$ cat src/rtl/fpcc_pkg.sv
package fpcc_pkg;

    localparam int CC_W    = 4;
    localparam int PSEL_W  = 6;
    localparam int EQSEL_W = 4;
    localparam int SIG_BIT = 4;

    typedef enum logic [1:0] {
        CLS_FINITE = 2'b00,
        CLS_ZERO   = 2'b01,
        CLS_INF    = 2'b10,
        CLS_NAN    = 2'b11
    } rclass_e;

    typedef enum logic [1:0] {
        REL_GT = 2'b00,
        REL_LT = 2'b01,
        REL_EQ = 2'b10,
        REL_UN = 2'b11
    } crel_e;

    typedef struct packed {
        logic n;
        logic z;
        logic i;
        logic nan;
    } ccode_t;

    typedef enum logic [1:0] {
        SRC_HOLD    = 2'b00,
        SRC_RESULT  = 2'b01,
        SRC_COMPARE = 2'b10,
        SRC_LOAD    = 2'b11
    } src_e;

    typedef enum logic {
        BS_CLEAR  = 1'b0,
        BS_RAISED = 1'b1
    } bsun_st_e;

endpackage

$ cat src/rtl/fpcc_code_reg.sv
module fpcc_code_reg
    import fpcc_pkg::*;
(
    input  logic    clk,
    input  logic    rst_n,
    input  logic    res_upd,
    input  logic    res_sign,
    input  rclass_e res_cls,
    input  logic    cmp_upd,
    input  crel_e   cmp_rel,
    input  logic    load_en,
    input  ccode_t  load_val,
    output ccode_t  cc_q
);

    src_e   src;
    ccode_t from_res;
    ccode_t from_cmp;
    ccode_t cc_d;

    // Source selection: load, then compare, then result.
    always_comb begin
        if (load_en)      src = SRC_LOAD;
        else if (cmp_upd) src = SRC_COMPARE;
        else if (res_upd) src = SRC_RESULT;
        else              src = SRC_HOLD;
    end

    always_comb begin
        from_res.n   = res_sign;
        from_res.z   = (res_cls == CLS_ZERO);
        from_res.i   = (res_cls == CLS_INF);
        from_res.nan = (res_cls == CLS_NAN);
    end

    always_comb begin
        from_cmp = '0;
        unique case (cmp_rel)
            REL_GT: from_cmp = '0;
            REL_LT: from_cmp.n   = 1'b1;
            REL_EQ: from_cmp.z   = 1'b1;
            REL_UN: from_cmp.nan = 1'b1;
        endcase
    end

    always_comb begin
        unique case (src)
            SRC_HOLD:    cc_d = cc_q;
            SRC_RESULT:  cc_d = from_res;
            SRC_COMPARE: cc_d = from_cmp;
            SRC_LOAD:    cc_d = load_val;
        endcase
    end

    always_ff @(posedge clk or negedge rst_n) begin
        if (!rst_n) cc_q <= '0;
        else        cc_q <= cc_d;
    end

endmodule

$ cat src/rtl/fpcc_pred_eval.sv
module fpcc_pred_eval
    import fpcc_pkg::*;
(
    input  ccode_t               cc,
    input  logic [EQSEL_W-1:0]   eq_sel,
    output logic                 hit
);

    logic n, z, u;

    // The I flag takes part in no equation.
    logic cc_i_unused;
    assign cc_i_unused = cc.i;

    assign n = cc.n;
    assign z = cc.z;
    assign u = cc.nan;

    always_comb begin
        unique case (eq_sel)
            4'd0:  hit = 1'b0;
            4'd1:  hit = z;
            4'd2:  hit = ~(u | z | n);
            4'd3:  hit = z | ~(u | n);
            4'd4:  hit = n & ~(u | z);
            4'd5:  hit = z | (n & ~u);
            4'd6:  hit = ~(u | z);
            4'd7:  hit = ~u;
            4'd8:  hit = u;
            4'd9:  hit = u | z;
            4'd10: hit = u | ~(n | z);
            4'd11: hit = u | z | ~n;
            4'd12: hit = u | (n & ~z);
            4'd13: hit = u | z | n;
            4'd14: hit = ~z;
            4'd15: hit = 1'b1;
        endcase
    end

endmodule

$ cat src/rtl/fpcc_flag_fsm.sv
module fpcc_flag_fsm
    import fpcc_pkg::*;
(
    input  logic clk,
    input  logic rst_n,
    input  logic req,
    input  logic signaling,
    input  logic nan_now,
    input  logic hit,
    input  logic clr,
    output logic cond_q,
    output logic valid_q,
    output logic bsun_q
);

    bsun_st_e state, state_nx;
    logic     raise;

    assign raise = req & signaling & nan_now;

    // State register.
    always_ff @(posedge clk or negedge rst_n) begin
        if (!rst_n) state <= BS_CLEAR;
        else        state <= state_nx;
    end

    always_comb begin
        state_nx = state;
        unique case (state)
            BS_CLEAR:  if (raise)        state_nx = BS_RAISED;
            BS_RAISED: if (clr && !raise) state_nx = BS_CLEAR;
        endcase
    end

    assign bsun_q = (state == BS_RAISED);

    // Registered decision outputs.
    always_ff @(posedge clk or negedge rst_n) begin
        if (!rst_n) begin
            cond_q  <= 1'b0;
            valid_q <= 1'b0;
        end else begin
            valid_q <= req;
            if (req) cond_q <= hit;
        end
    end

endmodule

$ cat src/rtl/fp_ccode_unit.sv
module fp_ccode_unit
    import fpcc_pkg::*;
(
    input  logic              clk,
    input  logic              rst_n,
    input  logic              res_upd,
    input  logic              res_sign,
    input  logic [1:0]        res_class,
    input  logic              cmp_upd,
    input  logic [1:0]        cmp_rel,
    input  logic              load_en,
    input  logic [CC_W-1:0]   load_codes,
    input  logic              pred_req,
    input  logic [PSEL_W-1:0] pred_sel,
    input  logic              bsun_clr,
    output logic              cond_out,
    output logic              cond_valid,
    output logic              bsun_flag,
    output logic [CC_W-1:0]   codes
);

    ccode_t cc_cur;
    logic   hit;
    logic   sel_hi_unused;

    assign sel_hi_unused = pred_sel[PSEL_W-1];

    fpcc_code_reg u_code (
        .clk      (clk),
        .rst_n    (rst_n),
        .res_upd  (res_upd),
        .res_sign (res_sign),
        .res_cls  (rclass_e'(res_class)),
        .cmp_upd  (cmp_upd),
        .cmp_rel  (crel_e'(cmp_rel)),
        .load_en  (load_en),
        .load_val (ccode_t'(load_codes)),
        .cc_q     (cc_cur)
    );

    fpcc_pred_eval u_eval (
        .cc     (cc_cur),
        .eq_sel (pred_sel[EQSEL_W-1:0]),
        .hit    (hit)
    );

    fpcc_flag_fsm u_flag (
        .clk       (clk),
        .rst_n     (rst_n),
        .req       (pred_req),
        .signaling (pred_sel[SIG_BIT]),
        .nan_now   (cc_cur.nan),
        .hit       (hit),
        .clr       (bsun_clr),
        .cond_q    (cond_out),
        .valid_q   (cond_valid),
        .bsun_q    (bsun_flag)
    );

    assign codes = cc_cur;

endmodule

$ cat config.mk
export PLATFORM = sky130hd
export DESIGN_NAME = fp_ccode_unit
export DESIGN_NICKNAME = d
export VERILOG_FILES = /design/src/rtl/fpcc_pkg.sv /design/src/rtl/fpcc_code_reg.sv /design/src/rtl/fpcc_pred_eval.sv /design/src/rtl/fpcc_flag_fsm.sv /design/src/rtl/fp_ccode_unit.sv
export SDC_FILE = /design/constraint.sdc
export NUM_CORES = 1
export LEC_CHECK = 0
export BUFFER_PORTS_ARGS = -buffer_cell sky130_fd_sc_hd__buf_2
export CORE_AREA = 2 2 39 41
export CTS_CLUSTER_SIZE = 28
export DETAILED_ROUTE_END_ITERATION = 16
export DIE_AREA = 0 0 41 43
export PLACE_DENSITY = 0.66
export SLEW_MARGIN = 20
export SYNTH_ARGS = -nofsm -noshare
export SYNTH_HDL_FRONTEND = slang
export SYNTH_SLANG_ARGS = --single-unit
$ cat constraint.sdc
create_clock -name clk -period 1.3 [get_ports clk]
set_input_delay 0.26 -clock clk [delete_from_list [all_inputs] [get_ports clk]]
set_output_delay 0.26 -clock clk [all_outputs]
set_load 0.03 [all_outputs]
==> flow_summary.ini <==
[run_status]
status = complete, no violations

[worst_hold_path]
hp-class = in -> reg

[floorplanning]
fp.dieW_um = 41
fp.dieH_um = 43
die_area_um2 = 1760
num_rows = 14
ioPinCount = 29
core-area_um2 = 1380
start_util = 0.284

[sta]
hold_violations = 0
finalCritPeriodShare = 0.905
timing.fmax_mhz = 850
tightest_slew_ns = 0.231
setup_tns_ns = 0
rsz0062_at_grt = false
setup_viol = 0
slew_headroom = 0.844
fin_worst_skew_ns = 0.00388
layout_setup_ws_ns = 0.124
finalCriticalPeriod_ns = 1.18
finalMaxSlewViolations = 0

[logic_synthesis]
synth_area_um2 = 393
ys_ff_latch = 7
yosys.area.top_type = dfrtp_1
synth.top_cell.area_share = 0.446
synth_nets = 64
ys_types = 20
synth_area_leaders = dfrtp_1 (45%), mux2i_1 (5.1%), nand2_1 (4.8%)
synth_warnings = 0
syn_area_per_cell_um2 = 9.35
async_reset_ff_frac = 1.00
seq_area_frac_synth = 0.446
synthFlopType = dfrtp_1
synth_edf_count = 0
synthCells = 42

[route]
firstDrtPassIters = 3
drt-initial-drc-count = 4
vias = 423
totalWireLength_um = 904
post_drt_wl_per_cell_um = 10.2
viasPerCell = 4.75
drt.antenna.violating_nets = 0
drc = 0

[clock_network]
cts_tree = yes
cts.sinks = 7
root_buffer = clkbuf_4
htreeDepth = 1
post_cts_buffers = 0
path_clk_slew_ns = 0.05
holdBufCountCts = 1
clk_latency_ns = 0.25
ctsResizeCount = 0
cts_made_buffers = 3
clock_path_buffers = 2

[critical_path]
required_ns = 1.04
critPathMaxStageDelay_ns = 0.44
cp_slowest_cell = dfrtp_1
critPathCaptureType = output pin
critical_path_arrival_ns = 0.92
critPathMaxFanout = 6
crit_family = flip-flops
cp-start-kind = register
cp_num_buf_inv = 1
critical_path_class = reg -> out
crit_path_cell_trace = buf_2

[global_routing]
grt_pass1_wl_um = 1430
grt_pass1_vias = 379
grt_overflow = 0
grt_max_degree = 8
antenna_found_initial = 0
grt_use_total = 0.116

[placement]
gp_congestion = 0.701
pre_cts_ws_ns = 0.210
dp.cells = 84
io_buffer_count = 27
dp_hpwl_um = 735

[pwr]
power-per-cell-area_nw_per_um2 = 1070
p_leak_nw = 0.298
ir_drop_v = 0.000319

[final_layout]
fin_cells = 89
n_antenna_cell = 0
final_nets = 96
area_delta_synth_final_pct = 46.8
drive_above_1_share = 0.438

[flow_run]
drv_cap = 0
## per-stage QoR
stage / utilization / power (W) / hold WS [ns] / cell area (um^2)
final: 0.417 / 0.000614 / 0.183 / 577
after global routing: 0.417 / 0.000648 / 0.187 / 577
after CTS: 0.417 / 0.000625 / 0.175 / 577
after detailed placement: 0.391 / 0.000424 / 0.0952 / 541
after global placement: 0.391 / 0.000422 / 0.0971 / 541
after floorplan: - / 0.000353 / -0.0356 / 393
## final timing paths
check	depth (start not counted)	slack [ns]	startpoint	end
max	1	0.12	u_code.cc_q[0]	codes[0]
min	1	0.18	pred_req	u_flag.valid_q
max reg2reg	3	0.26	u_code.cc_q[3]	u_flag.cond_q
min reg2reg	2	0.53	u_flag.bsun_q	u_flag.bsun_q
max in group asynchronous	2	0.78	rst_n	u_code.cc_q[1]
min in group asynchronous	2	0.37	rst_n	u_flag.cond_q
## routing by layer
metal  GRT usage  part of all wire  vias up
met5           0                 0        -
met4      0.0600                 0        0
met3      0.0157             0.095        0
met2       0.175              0.44       19
met1       0.152              0.46      189
li1            -                 -      215
## placed cells by master (no fill, tap or decap), drive strengths merged
| cell type | count |
|---|---|
| nand2 | 5 |
| nand3 | 3 |
| o221a | 1 |
| mux2i | 2 |
| a21oi | 1 |
| mux2 | 1 |
| nor2 | 4 |
| a2bb2oi | 2 |
| inv | 4 |
| clkbuf | 4 |
| dlygate4sd3 | 1 |
| dfrtp | 7 |
| o22ai | 2 |
| a22oi | 2 |
| o311ai | 1 |
| buf | 27 |
| a21boi | 1 |
| a22o | 1 |
| nor4bb | 1 |
| nor2b | 1 |
| o21ai | 2 |
## cells in the mapped netlist (2+ instances only)
cell type,number
dfrtp_1,7
nand2_1,5
inv_1,4
nand3_1,3
nor2_1,3
a22oi_1,2
a2bb2oi_1,2
mux2i_1,2
o21ai_0,2
o22ai_1,2
## final cells by class
class / count / area, um^2
sequential: 7 / 175
multi-input combinational: 30 / 195
timing repair buffer: 28 / 145
clock buffer: 4 / 26.3
tap: 16 / 20.0
inverter: 4 / 15.0
fill: 148 / 807
## report_power, final
| group | total (W) | internal, W | switching, W |
|---|---|---|---|
| combinational | 0.000166 | 0.0000711 | 0.0000950 |
| clock | 0.000192 | 0.000117 | 0.0000755 |
| sequential | 0.000256 | 0.000239 | 0.0000171 |
| total | 0.000614 | 0.000427 | 0.000188 |
## flip-flops by register name, summed over array words and instances, names as in the netlist
name,flops
u_flag.valid_q,1
u_flag.cond_q,1
u_code.cc_q,4
u_flag.bsun_q,1
## logic make-up (layout without fill, tap and decap cells)
logic type / Yosys count / after routing / share of synthesized area
compound gates: 13 / 13 / 0.245
mux: 3 / 3 / 0.0796
buf+inv: 5 / 36 / 0.0573
simple gates: 14 / 14 / 0.172
flops: 7 / 7 / 0.446
Power figures use the tool's default switching activity.
